[config.mk]
export PLATFORM = sky130hd
export DESIGN_NAME = wdog_timer
export DESIGN_NICKNAME = d
export VERILOG_FILES = /design/src/rtl/wdt_pkg.sv /design/src/rtl/wdt_prescaler.sv /design/src/rtl/wdt_counter.sv /design/src/rtl/wdt_keyseq.sv /design/src/rtl/wdog_timer.sv
export SDC_FILE = /design/constraint.sdc
export NUM_CORES = 1
export LEC_CHECK = 0
export ABC_AREA = 1
export BUFFER_PORTS_ARGS = -buffer_cell sky130_fd_sc_hd__buf_4
export CAP_MARGIN = 10
export CORE_ASPECT_RATIO = 0.6
export CORE_MARGIN = 2
export CORE_UTILIZATION = 35
export CTS_CLUSTER_SIZE = 14
export DETAILED_ROUTE_END_ITERATION = 8
export GPL_ROUTABILITY_DRIVEN = 0
export GPL_TIMING_DRIVEN = 0
export PLACE_DENSITY = 0.47
export SYNTH_ARGS = -nofsm -noshare
export SYNTH_HDL_FRONTEND = slang
export SYNTH_HIERARCHICAL = 1
export SYNTH_SLANG_ARGS = --single-unit
[constraint.sdc]
create_clock -name clk -period 2.88 [get_ports clk]
set_input_delay 0.576 -clock clk [delete_from_list [all_inputs] [get_ports clk]]
set_output_delay 0.576 -clock clk [all_outputs]
set_load 0.05 [all_outputs]
[src/rtl/wdt_pkg.sv]
package wdt_pkg;
  localparam int DATA_W = 32;
  localparam int ADDR_W = 3;
  localparam int KEY_W  = 16;

  localparam logic [ADDR_W-1:0] A_CNT_LO = 3'd0;
  localparam logic [ADDR_W-1:0] A_CNT_HI = 3'd1;
  localparam logic [ADDR_W-1:0] A_LIM_LO = 3'd2;
  localparam logic [ADDR_W-1:0] A_LIM_HI = 3'd3;
  localparam logic [ADDR_W-1:0] A_CTRL   = 3'd4;
  localparam logic [ADDR_W-1:0] A_GCTRL  = 3'd5;
  localparam logic [ADDR_W-1:0] A_WDCTL  = 3'd6;

  localparam logic [KEY_W-1:0] KEY_OPEN  = 16'hA5C6;
  localparam logic [KEY_W-1:0] KEY_CLOSE = 16'hDA7E;

  localparam int RUN_LSB    = 22;
  localparam int PSC_LSB    = 8;
  localparam int KEYEN_BIT  = 14;
  localparam int FIRED_BIT  = 15;

  localparam logic [1:0] RUN_CONT  = 2'd2;
  localparam logic [1:0] MODE_WDOG = 2'd2;

  typedef enum logic {KS_IDLE = 1'b0, KS_OPEN = 1'b1} key_state_e;
endpackage

[src/rtl/wdt_prescaler.sv]
module wdt_prescaler #(
  parameter int PSC_W = 4
) (
  input  logic             clk,
  input  logic             rst_n,
  input  logic             run,
  input  logic             clr,
  input  logic [PSC_W-1:0] div,
  output logic             tick
);
  logic [PSC_W-1:0] psc_q;

  assign tick = run && !clr && (psc_q == div);

  always_ff @(posedge clk or negedge rst_n) begin
    if (!rst_n)        psc_q <= '0;
    else if (clr)      psc_q <= '0;
    else if (tick)     psc_q <= '0;
    else if (run)      psc_q <= psc_q + 1'b1;
  end

  // a restart leaves the prescaler at zero
  a_r6_psc_clear: assert property (@(posedge clk) disable iff (!rst_n)
    clr |=> (psc_q == '0));
  // a terminal count wraps the prescaler
  a_r3_psc_wrap: assert property (@(posedge clk) disable iff (!rst_n)
    tick |=> (psc_q == '0));
endmodule

[src/rtl/wdt_counter.sv]
module wdt_counter #(
  parameter int HALF_W = 32,
  parameter int NHALF  = 2
) (
  input  logic                    clk,
  input  logic                    rst_n,
  input  logic                    inc,
  input  logic                    clr,
  input  logic [NHALF-1:0]        wr_en,
  input  logic [HALF_W-1:0]       wdata,
  output logic [NHALF*HALF_W-1:0] count
);
  localparam int CNT_W = NHALF * HALF_W;

  logic [NHALF-1:0] carry;
  logic             inc_eff;

  assign inc_eff  = inc && (wr_en == '0);
  assign carry[0] = inc_eff;

  for (genvar g = 0; g < NHALF; g++) begin : g_half
    logic [HALF_W-1:0] half_q;
    if (g < NHALF - 1) begin : g_chain
      assign carry[g+1] = carry[g] && (&half_q);
    end
    always_ff @(posedge clk or negedge rst_n) begin
      if (!rst_n)          half_q <= '0;
      else if (clr)        half_q <= '0;
      else if (wr_en[g])   half_q <= wdata;
      else if (carry[g])   half_q <= half_q + 1'b1;
    end
    assign count[g*HALF_W +: HALF_W] = half_q;
  end

  // one increment moves the whole chained count by exactly one
  a_r3_step: assert property (@(posedge clk) disable iff (!rst_n)
    (inc && !clr && wr_en == '0) |=> (count == $past(count) + CNT_W'(1)));
  // restart clears every half
  a_r6_count_clear: assert property (@(posedge clk) disable iff (!rst_n)
    clr |=> (count == '0));
endmodule

[src/rtl/wdt_keyseq.sv]
module wdt_keyseq
  import wdt_pkg::*;
(
  input  logic             clk,
  input  logic             rst_n,
  input  logic             key_wr,
  input  logic [KEY_W-1:0] key,
  input  logic             key_en,
  input  logic             wd_mode,
  input  logic             at_limit,
  output logic             armed,
  output logic             restart,
  output logic             fired,
  output logic             key_open
);
  key_state_e ks_q, ks_d;
  logic       pair_done, bad_key;
  logic       armed_q, fired_q;

  always_comb begin
    ks_d      = ks_q;
    pair_done = 1'b0;
    bad_key   = 1'b0;
    if (key_wr) begin
      unique case (ks_q)
        KS_IDLE: begin
          if (key_en && key == KEY_OPEN) ks_d = KS_OPEN;
          else                           bad_key = 1'b1;
        end
        KS_OPEN: begin
          ks_d = KS_IDLE;
          if (key_en && key == KEY_CLOSE) pair_done = 1'b1;
          else                            bad_key   = 1'b1;
        end
        default: ks_d = KS_IDLE;
      endcase
    end
  end

  assign restart = pair_done && wd_mode;

  always_ff @(posedge clk or negedge rst_n) begin
    if (!rst_n) begin
      ks_q    <= KS_IDLE;
      armed_q <= 1'b0;
      fired_q <= 1'b0;
    end else begin
      ks_q <= ks_d;
      if (restart) armed_q <= 1'b1;
      if (armed_q && (at_limit || bad_key)) fired_q <= 1'b1;
    end
  end

  assign armed    = armed_q;
  assign fired    = fired_q;
  assign key_open = (ks_q == KS_OPEN);

  // the reset request is sticky
  a_r7_sticky: assert property (@(posedge clk) disable iff (!rst_n)
    fired_q |=> fired_q);
  // expiry while armed fires on the next edge
  a_r7_expire: assert property (@(posedge clk) disable iff (!rst_n)
    (armed_q && at_limit) |=> fired_q);
  // an out-of-order key while armed fires on the next edge
  a_r8_bad_key: assert property (@(posedge clk) disable iff (!rst_n)
    (armed_q && bad_key) |=> fired_q);
  // arming holds until reset
  a_r5_armed_hold: assert property (@(posedge clk) disable iff (!rst_n)
    armed_q |=> armed_q);
  // no arming outside watchdog mode
  a_r10_no_arm: assert property (@(posedge clk) disable iff (!rst_n)
    (!armed_q && !wd_mode) |=> !armed_q);
endmodule

[src/rtl/wdog_timer.sv]
module wdog_timer
  import wdt_pkg::*;
#(
  parameter int PSC_W = 4
) (
  input  logic              clk,
  input  logic              rst_n,
  input  logic              bus_wr,
  input  logic [ADDR_W-1:0] bus_addr,
  input  logic [DATA_W-1:0] bus_wdata,
  output logic [DATA_W-1:0] bus_rdata,
  output logic              wdt_rst_req
);
  localparam int NHALF = 2;
  localparam int CNT_W = NHALF * DATA_W;

  logic [DATA_W-1:0] lim_lo_q, lim_hi_q;
  logic [1:0]        run_q;
  logic [3:0]        mode_q;
  logic [PSC_W-1:0]  div_q;
  logic [CNT_W-1:0]  count;
  logic              counting, tick, restart, armed, fired, key_open;
  logic              wr_cnt_lo, wr_cnt_hi, wr_wd, at_limit;
  logic              unused_bits;

  assign wr_cnt_lo = bus_wr && (bus_addr == A_CNT_LO);
  assign wr_cnt_hi = bus_wr && (bus_addr == A_CNT_HI);
  assign wr_wd     = bus_wr && (bus_addr == A_WDCTL);
  assign counting  = (run_q == RUN_CONT) && (mode_q[1:0] == 2'b11);
  assign at_limit  = (count == {lim_hi_q, lim_lo_q});

  always_ff @(posedge clk or negedge rst_n) begin
    if (!rst_n) begin
      lim_lo_q <= '0;
      lim_hi_q <= '0;
      run_q    <= '0;
      mode_q   <= '0;
      div_q    <= '0;
    end else if (bus_wr) begin
      unique case (bus_addr)
        A_LIM_LO: lim_lo_q <= bus_wdata;
        A_LIM_HI: lim_hi_q <= bus_wdata;
        A_CTRL:   run_q    <= bus_wdata[RUN_LSB +: 2];
        A_GCTRL: begin
          if (!armed) mode_q <= bus_wdata[3:0];
          div_q <= bus_wdata[PSC_LSB +: PSC_W];
        end
        default: ;
      endcase
    end
  end

  wdt_prescaler #(.PSC_W(PSC_W)) psc_i (
    .clk(clk), .rst_n(rst_n), .run(counting), .clr(restart),
    .div(div_q), .tick(tick)
  );

  wdt_counter #(.HALF_W(DATA_W), .NHALF(NHALF)) cnt_i (
    .clk(clk), .rst_n(rst_n), .inc(tick), .clr(restart),
    .wr_en({wr_cnt_hi, wr_cnt_lo}), .wdata(bus_wdata), .count(count)
  );

  wdt_keyseq key_i (
    .clk(clk), .rst_n(rst_n), .key_wr(wr_wd),
    .key(bus_wdata[DATA_W-1 -: KEY_W]), .key_en(bus_wdata[KEYEN_BIT]),
    .wd_mode(mode_q[3:2] == MODE_WDOG), .at_limit(at_limit),
    .armed(armed), .restart(restart), .fired(fired), .key_open(key_open)
  );

  always_comb begin
    bus_rdata = '0;
    unique case (bus_addr)
      A_CNT_LO: bus_rdata = count[DATA_W-1:0];
      A_CNT_HI: bus_rdata = count[CNT_W-1:DATA_W];
      A_LIM_LO: bus_rdata = lim_lo_q;
      A_LIM_HI: bus_rdata = lim_hi_q;
      A_CTRL:   bus_rdata[RUN_LSB +: 2] = run_q;
      A_GCTRL: begin
        bus_rdata[3:0]             = mode_q;
        bus_rdata[PSC_LSB +: PSC_W] = div_q;
      end
      A_WDCTL: begin
        bus_rdata[FIRED_BIT] = fired;
        bus_rdata[KEYEN_BIT] = armed;
        bus_rdata[0]         = key_open;
      end
      default: ;
    endcase
  end

  assign wdt_rst_req = fired;
  assign unused_bits = ^{bus_wdata[13:12]};

  // the mode field cannot change once armed
  a_r9_mode_lock: assert property (@(posedge clk) disable iff (!rst_n)
    armed |=> $stable(mode_q));
  // with counting stopped and no write, the count holds
  a_r4_hold: assert property (@(posedge clk) disable iff (!rst_n)
    (!counting && !bus_wr) |=> $stable(count));
endmodule

* Word level (Yosys, flattened, before mapping)
Cells that the tools add are included.
Storage, ports and cells: flip-flop bits (word level) 145
Operators by class: add/sub/neg operators 3, equal/unequal tests 13, muxes and demuxes 27, bitwise gates (word level) 2, reductions and logical operators 25
Operators by type and width (count):
- $mux W32 | 6
- $add A32 B1 Y32 const B | 2
- $eq A64 B64 Y1 | 1
- $eq A16 B16 Y1 const B | 2
- $pmux W8 S4 | 1
- $reduce_and A32 Y1 | 1
- $pmux W6 S4 | 1
- $pmux W2 S5 | 2
- $pmux W4 S5 | 1
- $pmux W4 S4 | 1
- $pmux W3 S5 | 1
- $logic_and A1 B1 Y1 | 12
- $mux W4 | 3
- $eq A3 B3 Y1 const B | 3
- $reduce_bool A3 Y1 | 3
- $pmux W2 S4 | 1
- $reduce_and A2 Y1 | 4
- $mux W1 | 7
- $eq A2 B2 Y1 const B | 3
- $eq A3 B2 Y1 const B | 2
- $pmux W1 S6 | 1
- $add A4 B1 Y4 const B | 1
- $eq A4 B4 Y1 | 1
- $pmux W1 S2 | 2
- other kinds (7) | 8

* Longest topological paths before layout
Gate-level depths: netlist of run 1.
depth after elaboration 14, depth in mapped cells 17, gate-level depth less buffers 16

* By module
Netlist of run 1, hierarchy kept.
By module, submodules not included:
- wdt_counter | times used 1, cells an instance 830, area each 4979.8 µm²
- wdog_timer | times used 1, cells an instance 612, area each 4680.7 µm²
- wdt_prescaler | times used 1, cells an instance 52, area each 305.3 µm²
- wdt_keyseq | times used 1, cells an instance 45, area each 262.8 µm²

* Worst setup path before layout of run 1
Ideal clock, no wire load.
path kind in2reg, from input bus_addr[2], to register cnt_i.g_half[0].half_q[18], setup time 0.117 ns, arrival time 2.635 ns, data required time 2.763 ns, path slack 0.128 ns, cell stages on the path 17, buffers on the path 2, cells stage by stage buf_4 inv_2 nor4_1 nand2_1 nor2_1 inv_1 nand2_1 nor2_1 nand2_1 nor2_1 nor2_1 nand2_2 nand2_2 buf_2 a21oi_1 nand2_1 nand2_1
On the way: word-level cells in the longest chain between the ends 9, elaborated cells between the ends (all ways) 16, those cells by class eq/ne (2); mux (3); reduce/logical (11)
Ends and longest elaborated chain:
- start: declaration | line wdog_timer.sv:9 | input logic [ADDR_W-1:0] bus_addr,
- $eq A3 B3 Y1 | line wdog_timer.sv:28 | assign wr_wd = bus_wr && (bus_addr == A_WDCTL);
- $logic_and A1 B1 Y1 | line wdog_timer.sv:28
- via wr_wd | line wdog_timer.sv:23 | logic wr_cnt_lo, wr_cnt_hi, wr_wd, at_limit;
- $mux W1 | line wdt_keyseq.sv:24 | if (key_wr) begin
- $logic_and A1 B1 Y1 | line wdt_keyseq.sv:40 | assign restart = pair_done && wd_mode;
- via restart | line wdog_timer.sv:22 | logic counting, tick, restart, armed, fired, key_open;
- $logic_not A1 Y1 | line wdt_prescaler.sv:13 | assign tick = run && !clr && (psc_q == div);
- $logic_and A1 B1 Y1 (2 in series) | line wdt_prescaler.sv:13
- via tick | line wdog_timer.sv:22
- $logic_and A1 B1 Y1 | line wdt_counter.sv:18 | assign inc_eff = inc && (wr_en == '0);
- $reduce_bool A3 Y1 (no source line)
- end signal: assignment | line wdt_counter.sv:29 | else if (wr_en[g]) half_q <= wdata;
- end signal: assignment | line wdt_counter.sv:30 | else if (carry[g]) half_q <= half_q + 1'b1;
- end: declaration | line wdt_counter.sv:22 | logic [HALF_W-1:0] half_q;
The timed path passes the listed nets, and every way through them passes these cells. A chain may end at the register's enable or synchronous reset.

* Final worst setup path of run 1
from input bus_addr[0], to output bus_rdata[21]
On the way: word-level cells in the longest chain between the ends 2, elaborated cells between the ends (all ways) 5, those cells by class eq/ne (3); mux (1); reduce/logical (1)
Ends and longest elaborated chain:
- $eq A3 B2 Y1, or another cell as far along | line wdog_timer.sv:72 | unique case (bus_addr)
- $pmux W6 S4 * | line wdog_timer.sv:72
- end: declaration | line wdog_timer.sv:11 | output logic [DATA_W-1:0] bus_rdata,
Every way passes the cells marked *; elsewhere a longest branch is shown, timed or not.

==> flow_metrics.py, run 1 <==
metrics = {
    "outcome": {
        "status": "complete, no violations",
    },
    "timing": {
        "fin_crit_sh_pct": 97.5,
        "post-route-min-period_ns": 2.81,
        "setup_violations": 0,
        "skew_ns": 0.00701,
        "maxSlewHeadroom_pct": 46.8,
        "finalHoldViolCount": 0,
        "setup_ws_ns": 0.0714,
        "drv_slew": 0,
        "tightest_slew_ns": 0.798,
        "max_freq_mhz": 356,
    },
    "placed_design": {
        "place_ws_ns": -1.36,
        "place.port_buffers": 69,
        "dp_hpwl_mm": 33.2,
        "dp.cells": 1984,
    },
    "detailed_routing": {
        "routed_via_density": 5.19,
        "wl_per_cell_um": 21.1,
        "drtIter0Drc": 1241,
        "dr.pass1.iters": 5,
        "drc": 0,
        "ant_nets": 0,
        "wirelength_mm": 42.6,
        "route.vias.total": 10500,
    },
    "cts": {
        "cts_buffers": 17,
        "htree_levels": 4,
        "path_clk_slew_ns": 0.06,
        "clock_insertion_delay_worst_skew_ns": 0.45,
        "cts_num_sinks": 145,
        "clockBufferDepth": 2,
        "cts.root.buffer_cell": "clkbuf_16",
        "tritoncts": "built",
    },
    "logic_synthesis": {
        "ys_warn_count": 6,
        "synth_fp_nets": 1580,
        "synth.yosys.seq_area_share_pct": 35.5,
        "ys.flop_type": "dfrtp_1",
        "syn_area_um2": 10200,
        "syn_inst": 1539,
        "syn_area_per_cell_um2": 6.65,
        "async_flop_share_pct": 100,
        "synth_seq_cells": 145,
        "synth_edf_count": 0,
        "ys_types": 40,
    },
    "grt": {
        "grt_pass1_vias": 9424,
        "grt_max_degree": 104,
        "grt_usage_pct": 28.6,
        "antenna_found_initial": 0,
        "grt_pass1_wl_mm": 62.5,
        "gr-total-overflow": 0,
    },
    "power": {
        "powerDensity_nw_per_um2": 732,
        "p_leak_nw": 5.71,
        "p_total_mw": 8.73,
        "vdd_drop_max_mv": 0.408,
    },
    "worst_setup_path": {
        "slowest_stage": "nand2_2",
        "arrival_ns": 2.23,
        "max_stage_delay_ns": 0.28,
        "endpoint_kind": "primary output",
        "worstPathRequired_ns": 2.30,
        "path_buf_inv": 4,
        "critPathTopFamily": "buffers and inverters",
        "cp_max_fo": 10,
        "path_common_cell": "buf_4",
        "startpoint_type": "primary input",
        "crit_type": "in -> out",
        "cp_cell_sequence": "buf_4 > nor2_1 > nand2_2 > inv_4 > buf_6 > nand2_1 > o211ai_1 > buf_4",
    },
    "final_layout": {
        "n_antenna_cell": 0,
        "drive_gt1_share_pct": 12.1,
        "instances_no_fill": 2017,
        "fin_nets": 1670,
        "synthToLayoutAreaGrowth_pct": 16.6,
    },
    "min_path": {
        "min_path_type": "in -> async",
    },
    "floorplanning": {
        "core-area_um2": 28800,
        "row_count": 48,
        "pin_count": 71,
        "start_util_pct": 35.6,
        "die_w_um": 225,
        "die_h_um": 136,
        "die_area_um2": 30700,
    },
    "run": {
        "maxCapViolations": 0,
    },
}
[worst paths after layout]
path | end | from | slack, ns | cells after the start
setup / recovery | bus_rdata[21] | bus_addr[0] | 0.07 | 8
hold / removal | psc_i/psc_q[3] | rst_n | 0.02 | 1
setup reg to reg | cnt_i/g_half[1].half_q[18] | run_q[1] | 0.12 | 11
hold reg to reg | lim_lo_q[14] | lim_lo_q[14] | 0.53 | 2
max in group asynchronous | key_i/key_open | rst_n | 1.89 | 2
min in group clk | mode_q[1] | bus_wdata[1] | 0.41 | 3
[final cells by class]
class	instances	area [um2]
Multi-Input combinational cell	1205	5780
Clock buffer	27	493
Fill cell	3083	16800
Clock inverter	5	100
Buffer	49	359
Inverter	139	524
Tap cell	375	469
Timing Repair Buffer	72	568
Sequential cell	145	3630
[state kept, by name, summed over array words and instances, names as in the netlist]
signal,flops
cnt_i/g_half.half_q,64
psc_i/psc_q,4
key_i/fired,1
run_q,2
lim_hi_q,32
key_i/armed,1
lim_lo_q,32
mode_q,4
div_q,4
key_i/key_open,1
[logic make-up (layout without fill, tap and decap cells)]
family / count (synthesis) / in the layout / synth area share (%)
buf+inv: 189 / 292 / 8.56
flops: 145 / 145 / 35.5
fa+ha+maj: 3 / 3 / 0.367
simple gates: 922 / 922 / 37.8
compound gates: 214 / 214 / 12.2
xor+xnor: 65 / 65 / 5.57
mux: 1 / 1 / 0.0979
[metrics by stage]
| stage | utilization [%] | TNS [ns] | instance area [um2] | hold slack, ns |
|---|---|---|---|---|
| 3_3_place_gp | 39.0 | -70.24 | 11200 | 0.503 |
| 4_1_cts | 41.3 | 0 | 11900 | 0.0269 |
| 2_1_floorplan | - | 0 | 10200 | 0.280 |
| 5_1_grt | 41.4 | -0.00311 | 11900 | 0.0382 |
| 6_report | 41.4 | 0 | 11900 | 0.0215 |
| 3_5_place_dp | 39.1 | -71.56 | 11300 | 0.507 |
[cell usage in the layout, fill, tap and decap left out, drive strengths merged, types with 7 or more instances in the layout]
cell / n
a21oi: 41
a22oi: 23
buf: 107
clkbuf: 41
dfrtp: 145
inv: 139
nand2: 578
nand3: 110
nand3b: 28
nand4: 7
nor2: 194
o211ai: 9
o21ai: 134
xnor2: 59
[layer usage]
metal	GRT usage [%]	vias up	part of all wire [%]
li1	-	5095	-
met1	45.3	4909	51
met2	38.6	436	39
met3	5.55	23	8.7
met4	6.99	0	1.1
met5	0	-	0
[power by group]
group	switching, mW	leakage, nW	internal (mW)
Combinational	1.64	3.57	1.13
Sequential	1.03	1.85	2.58
Clock	0.917	0.290	1.43
[cells in the mapped netlist, types with 2 or more instances]
cell / instances / area (um2)
a21oi_1: 41 / 205
a22oi_1: 23 / 173
a31oi_1: 3 / 18.8
buf_1: 2 / 7.51
buf_2: 11 / 55.1
buf_4: 4 / 30.0
buf_6: 18 / 203
clkbuf_1: 15 / 56.3
dfrtp_1: 145 / 3630
ha_1: 3 / 37.5
inv_1: 125 / 469
inv_2: 13 / 48.8
nand2_1: 567 / 2130
nand2_2: 7 / 43.8
nand2_4: 4 / 45.0
nand3_1: 108 / 541
nand3b_1: 28 / 210
nand4_1: 7 / 43.8
nor2_1: 182 / 683
nor2_2: 8 / 50.1
nor2_4: 2 / 22.5
nor2_8: 2 / 40.0
nor3_1: 2 / 10.0
o211ai_1: 9 / 67.6
o21ai_0: 44 / 220
o21ai_1: 70 / 350
o21ai_2: 20 / 175
xnor2_1: 59 / 517
xor2_1: 6 / 52.6
[timing repair]
item,4_1_cts,5_1_grt
gates resized for setup,11,6
gates cloned,0,0
endpoints found under the setup margin,64,64
pin swaps,1,1
buffers inserted,2,0
hold buffers,0,0
Note: power is estimated with default switching activity, not from simulation.
==> run 2: changes to the inputs <==
--- a/config.mk
+++ b/config.mk
@@ -5,10 +5,10 @@
 export SDC_FILE = /design/constraint.sdc
 export NUM_CORES = 1
 export LEC_CHECK = 0
-export ABC_AREA = 1
+export ABC_AREA = 0
 export BUFFER_PORTS_ARGS = -buffer_cell sky130_fd_sc_hd__buf_4
 export CAP_MARGIN = 10
-export CORE_ASPECT_RATIO = 0.6
+export CORE_ASPECT_RATIO = 1.2
 export CORE_MARGIN = 2
 export CORE_UTILIZATION = 35
 export CTS_CLUSTER_SIZE = 14
==> run 2 against run 1 <==
Effect of this change:
- worst setup slack lost 0.013 ns
- clock-buffer cell count shrank 5
- via count shrank 22%
- critical path type is now in -> reg
==> flow_metrics.py, run 2 <==
metrics = {
    "outcome": {
        "status": "complete, no violations",
    },
    "final_layout": {
        "fin_nets": 1066,
        "final_cell_mix": "dfrtp_1 (145), buf_4 (86), xor2_1 (74), mux2_1 (74), nand2_1 (61)",
        "n_antenna_cell": 0,
        "synthToLayoutAreaGrowth_pct": 22.3,
        "register_area_um2": 3630,
        "fillers": 2561,
        "drive_gt1_share_pct": 20.2,
        "final_common_cell": "dfrtp_1",
        "finalInstanceArea_um2": 11100,
        "largest_register_ffs": 64,
        "top_register": "cnt_i/g_half.half_q",
        "multi_input_area_um2": 5290,
        "largest_registers": "cnt_i/g_half.half_q: 64 flops, lim_hi_q: 32 flops, lim_lo_q: 32 flops",
    },
    "timing": {
        "skew_ns": 0.00836,
        "drv_slew": 0,
        "tightest_slew_ns": 1.01,
        "setup_violations": 0,
        "fin_crit_sh_pct": 98.0,
        "timing.hold.ws_ns": 0.0815,
        "maxSlewHeadroom_pct": 31.8,
        "finalSetupTns_ns": 0,
        "finalHoldViolCount": 0,
        "max_freq_mhz": 354,
        "post-route-min-period_ns": 2.82,
        "grt_setup_unrepaired": "true",
    },
    "grt": {
        "grt_max_degree": 84,
        "antenna_found_initial": 0,
        "grt_pass1_wl_mm": 54.2,
        "gr-total-overflow": 0,
        "grt_pass1_vias": 8232,
        "grt_usage_pct": 27.4,
    },
    "worst_setup_path": {
        "cp_max_fo": 10,
        "arrival_ns": 3.15,
        "crit_end": "cnt_i/g_half[0].half_q[30]",
        "slowest_stage": "or4_1",
        "startpoint_type": "primary input",
        "cp_cell_sequence": "buf_4 > buf_8 > clkbuf_16 > and3_4 > nand2_4 > nor4_4 > buf_6 > nor3b_4 > nand2b_4 > buf_4 > buf_4 > nor2_4 > nand2_2 > or4_1 > a311oi_2",
        "worstPathRequired_ns": 3.21,
        "endpoint_kind": "flop",
        "r2r_slack_ns": 0.11,
        "max_stage_delay_ns": 0.44,
        "crit_type": "in -> reg",
        "r2r-end": "cnt_i/g_half[1].half_q[25]",
        "path_common_cell": "buf_4",
        "r2r_cells": 5,
        "r2r-start": "cnt_i/g_half[1].half_q[3]",
        "cp-startpoint": "bus_addr[2]",
    },
    "logic_synthesis": {
        "ys.flop_type": "dfrtp_1",
        "synth_fp_nets": 960,
        "syn_area_per_cell_um2": 9.90,
        "syn_area_um2": 9100,
        "synth.yosys.seq_area_share_pct": 39.9,
        "synth.largest_area_cell": "dfrtp_1",
        "synth_area_leaders": "dfrtp_1 (40%), mux2_1 (9.2%), xor2_1 (7.1%)",
        "synth_edf_count": 0,
        "async_flop_share_pct": 100,
        "synth.top_cells.by_count": "dfrtp_1 (145), mux2_1 (74), xor2_1 (74)",
        "synth_top_area_share_pct": 39.9,
        "ys_types": 78,
        "syn_inst": 919,
        "ys_warn_count": 6,
        "synth.most_common_cell": "dfrtp_1",
        "synth_seq_cells": 145,
    },
    "power": {
        "internal_power_mw": 4.68,
        "powerDensity_nw_per_um2": 671,
        "power_frac_comb_pct": 27.2,
        "p_clk_share_pct": 30.9,
        "p_leak_nw": 4.64,
        "p_seq_share_pct": 41.9,
        "switching_share_pct": 37.4,
        "vdd_drop_max_mv": 0.385,
        "p_sw_mw": 2.79,
        "p_total_mw": 7.47,
    },
    "cts": {
        "cts_buffers": 17,
        "clockBufferDepth": 2,
        "htree_levels": 4,
        "tritoncts": "built",
        "path_clk_slew_ns": 0.06,
        "clock_insertion_delay_worst_skew_ns": 0.43,
        "cts.root.buffer_cell": "clkbuf_16",
        "cts_num_sinks": 145,
    },
    "detailed_routing": {
        "ant_nets": 0,
        "drc": 0,
        "routed_via_density": 5.94,
        "wl_per_cell_um": 26.8,
        "route.vias.total": 8126,
        "wirelength_mm": 36.7,
        "dr.pass1.iters": 7,
        "drtIter0Drc": 550,
    },
    "floorplanning": {
        "die_w_um": 151,
        "die_area_um2": 27300,
        "die_h_um": 181,
        "start_util_pct": 35.6,
        "pin_count": 71,
        "core-area_um2": 25500,
        "row_count": 64,
    },
    "placed_design": {
        "place.port_buffers": 69,
        "dp_hpwl_mm": 27.2,
        "dpl_cell_area_um2": 10100,
    },
    "min_path": {
        "min_path_type": "in -> async",
    },
    "run": {
        "maxCapViolations": 0,
    },
}
## run 2: per-stage QoR
step | utilization (%) | cells | setup slack, ns
2_1_floorplan | - | 919 | -0.0723
3_3_place_gp | 39.5 | 1318 | -1.16
3_5_place_dp | 39.6 | 1319 | -1.18
4_1_cts | 43.0 | 1363 | -0.0650
5_1_grt | 43.6 | 1367 | -0.0413
6_report | 43.6 | 1367 | 0.0582
## run 2: worst min-delay path by stage
stage	from	endpoint	cells after the start	slack [ns]
after floorplan	rst_n	cnt_i/g_half[0].half_q[0]	0	0.28
after global placement	mode_q[2]	mode_q[2]	1	0.50
after detailed placement	mode_q[0]	mode_q[0]	1	0.51
after CTS	rst_n	cnt_i/g_half[1].half_q[8]	1	0.10
after global routing	rst_n	cnt_i/g_half[1].half_q[5]	1	0.11
final	rst_n	cnt_i/g_half[1].half_q[5]	1	0.08
## run 2: repair_timing
item | in CTS | in global routing
pin swaps | 8 | 8
cloned | 1 | 1
setup endpoints to repair | 84 | 69
endpoints found under the hold margin | 0 | 0
hold buffers | 0 | 0
gates resized for setup | 36 | 29
setup buffers | 15 | 4
## run 2: worst max-delay path: cells and delay by family
kind                   cells  cell delay (ns)
AOI/OAI and AO/OA          1             0.24
buffers and inverters      6             0.89
and+or+nand+nor            8             1.41
## run 2: cell type report
cell class                      instances  share of cell area (%)
Buffer                                 53                    3.17
Clock buffer                           22                    4.44
Clock inverter                          9                   0.933
Inverter                               27                   0.911
Multi-Input combinational cell        691                    47.5
Sequential cell                       145                    32.6
Tap cell                              330                    3.71
Timing Repair Buffer                   90                    6.75
## run 2: layer usage
| metal | global-route usage [%] | part of all wire (%) | vias to the layer above |
|---|---|---|---|
| met4 | 15.7 | 5.9 | 0 |
| met3 | 4.28 | 5.4 | 88 |
| met5 | 0 | 0 | - |
| met2 | 44.0 | 48 | 302 |
| li1 | - | - | 3635 |
| met1 | 34.8 | 41 | 4101 |
## run 2: cell families (layout without fill, tap and decap cells)
group / Yosys count / count (layout) / share of synthesized area (%)
fa+ha+maj: 3 / 3 / 0.412
simple gates: 297 / 297 / 18.6
buf+inv: 83 / 201 / 4.11
flops: 145 / 145 / 39.9
xor+xnor: 100 / 100 / 9.62
compound gates: 196 / 196 / 15.5
mux: 95 / 95 / 11.9
## run 2: power by group through the flow
stage               registers [mW]  logic [mW]  clock network [mW]
CTS                           3.12        2.01                2.35
finish                        3.13        2.03                2.31
floorplan                     2.92        1.34                   0
detailed placement            3.15        1.97                   0
global route                  3.19        2.19                2.42
global placement              3.14        1.97                   0
==> run 3: changes to the inputs <==
==> constraint.sdc (replaced) <==
create_clock -name clk -period 3.6 [get_ports clk]
set_input_delay 0.72 -clock clk [delete_from_list [all_inputs] [get_ports clk]]
set_output_delay 0.72 -clock clk [all_outputs]
set_load 0.05 [all_outputs]
==> run 3 against run 2 <==
Effect of this change:
- worst setup slack got worse by 0.0019 ns
- largest power group unchanged
- sequential cell count did not move
- critical path type unchanged
- highest routed layer unchanged
- clock skew rose by 0.012 ns
- first-iteration DRC count rose by 46%
==> flow_metrics.py, run 3 (synthesis gave the netlist of run 2 again) <==
metrics = {
    "timing": {
        "maxSlewHeadroom_pct": 36.1,
        "post-route-min-period_ns": 3.54,
        "finalHoldViolCount": 0,
        "fin_crit_sh_pct": 98.4,
        "drv_slew": 0,
        "grt_setup_unrepaired": "false",
        "setup_violations": 0,
        "skew_ns": 0.0203,
        "max_freq_mhz": 282,
        "timing.hold.ws_ns": 0.227,
        "tightest_slew_ns": 0.959,
    },
    "cts": {
        "cts_hold_buf": 0,
        "clockBufferDepth": 2,
        "cts_num_sinks": 145,
        "clock_insertion_delay_worst_skew_ns": 0.45,
        "cts.root.buffer_cell": "clkbuf_16",
        "htree_levels": 4,
        "path_clk_slew_ns": 0.07,
        "tritoncts": "built",
        "cts_buffers": 17,
    },
    "final_layout": {
        "top_register": "cnt_i/g_half.half_q",
        "largest_register_ffs": 64,
        "final_cell_mix": "dfrtp_1 (145), buf_4 (78), xor2_1 (74), mux2_1 (74), nand2_1 (62)",
        "synthToLayoutAreaGrowth_pct": 18.7,
        "largest_registers": "cnt_i/g_half.half_q: 64 flops, lim_hi_q: 32 flops, lim_lo_q: 32 flops",
        "final_common_cell": "dfrtp_1",
        "fin_nets": 1055,
        "drive_gt1_share_pct": 16.1,
        "n_antenna_cell": 0,
    },
    "floorplanning": {
        "core-area_um2": 25500,
        "die_area_um2": 27300,
        "pin_count": 71,
        "row_count": 64,
        "die_h_um": 181,
        "start_util_pct": 35.6,
        "die_w_um": 151,
    },
    "worst_setup_path": {
        "crit_type": "in -> reg",
        "startpoint_type": "primary input",
        "cp_max_fo": 10,
        "cp_cell_sequence": "buf_4 > buf_4 > buf_6 > and3_1 > nand2_2 > nor4_4 > buf_4 > nor3b_4 > nand2b_4 > buf_6 > nor4_4 > nand4b_1 > buf_4 > or4_1 > a311oi_2",
        "path_buf_inv": 6,
        "slowest_stage": "or4_1",
        "path_common_cell": "buf_4",
        "max_stage_delay_ns": 0.52,
        "critPathTopFamily": "simple AND/OR/NAND/NOR gates",
        "arrival_ns": 3.89,
        "worstPathRequired_ns": 3.95,
        "endpoint_kind": "flop",
    },
    "grt": {
        "grt_pass1_vias": 7949,
        "antenna_found_initial": 0,
        "grt_max_degree": 84,
        "grt_pass1_wl_mm": 53.7,
        "gr-total-overflow": 0,
        "grt_usage_pct": 27.3,
    },
    "power": {
        "p_leak_nw": 4.45,
        "vdd_drop_max_mv": 0.284,
        "powerDensity_nw_per_um2": 559,
        "p_total_mw": 6.04,
    },
    "detailed_routing": {
        "wl_per_cell_um": 26.9,
        "routed_via_density": 6.03,
        "dr.pass1.iters": 7,
        "route.vias.total": 8184,
        "drtIter0Drc": 802,
        "drc": 0,
        "wirelength_mm": 36.5,
        "ant_nets": 0,
    },
    "placed_design": {
        "dp_hpwl_mm": 27.2,
        "place.port_buffers": 69,
    },
    "run": {
        "maxCapViolations": 0,
    },
    "min_path": {
        "min_path_type": "in -> async",
    },
    "outcome": {
        "status": "complete, no violations",
    },
}
==> run 3: changes by cell type in the layout (fill, tap and decap cells not counted), sizes merged <==
cell	previous run	this run
buf	111	100
bufinv	2	4
clkbuf	54	51
clkinv	4	5
clkinvlp	2	3
==> run 3: through the flow <==
stage	instance area (um2)	setup TNS [ns]	std cells	worst slack [ns]	utilization, %
6_report	10800	0	1357	0.0562	42.3
5_1_grt	10800	0	1357	0.0149	42.3
4_1_cts	10800	0	1355	0.0154	42.1
3_5_place_dp	10100	-46.51	1320	-1.26	39.4
3_3_place_gp	10000	-66.38	1318	-1.65	39.3
2_1_floorplan	9100	0	919	0.204	-
==> run 3: path summary, 6_finish.rpt <==
| path | startpoint | end | slack (ns) | cells after the start |
|---|---|---|---|---|
| worst max-delay path | bus_addr[2] | cnt_i/g_half[1].half_q[25] | 0.06 | 15 |
| worst min-delay path | rst_n | lim_hi_q[4] | 0.23 | 1 |
| worst max register to register | div_q[3] | cnt_i/g_half[1].half_q[25] | 0.37 | 10 |
| worst min register to register | mode_q[1] | mode_q[1] | 0.52 | 1 |
| max in group asynchronous | rst_n | key_i/key_open | 2.54 | 2 |
| min in group clk | mode_q[1] | mode_q[1] | 0.52 | 1 |
==> run 3: area by class of cell <==
class / count / area, um2
buffer: 55 / 290
clock buffer: 19 / 443
clock inverter: 13 / 184
fill: 2558 / 14700
inverter: 27 / 101
multi-input combinational: 691 / 5140
sequential: 145 / 3630
tap: 330 / 413
timing repair buffer: 77 / 606
==> run 3: routing by layer <==
| metal | wire length, um | global-route usage [%] | up-vias |
|---|---|---|---|
| met2 | 17600 | 44.1 | 360 |
| met4 | 1730 | 12.6 | 0 |
| li1 | - | - | 3625 |
| met3 | 2230 | 5.14 | 80 |
| met5 | 0 | 0 | - |
| met1 | 15000 | 35.1 | 4119 |
==> run 3: repair_timing <==
item	in CTS	in global routing
gates resized for setup	6	20
endpoints found under the setup margin	49	39
pin swaps	2	4
setup buffers	3	3
==> run 3: power by group <==
group          total, mW  internal [mW]  switching [mW]
clock               1.94           1.18           0.762
sequential          2.52           1.97           0.551
combinational       1.58          0.649           0.933
total               6.04           3.79            2.25
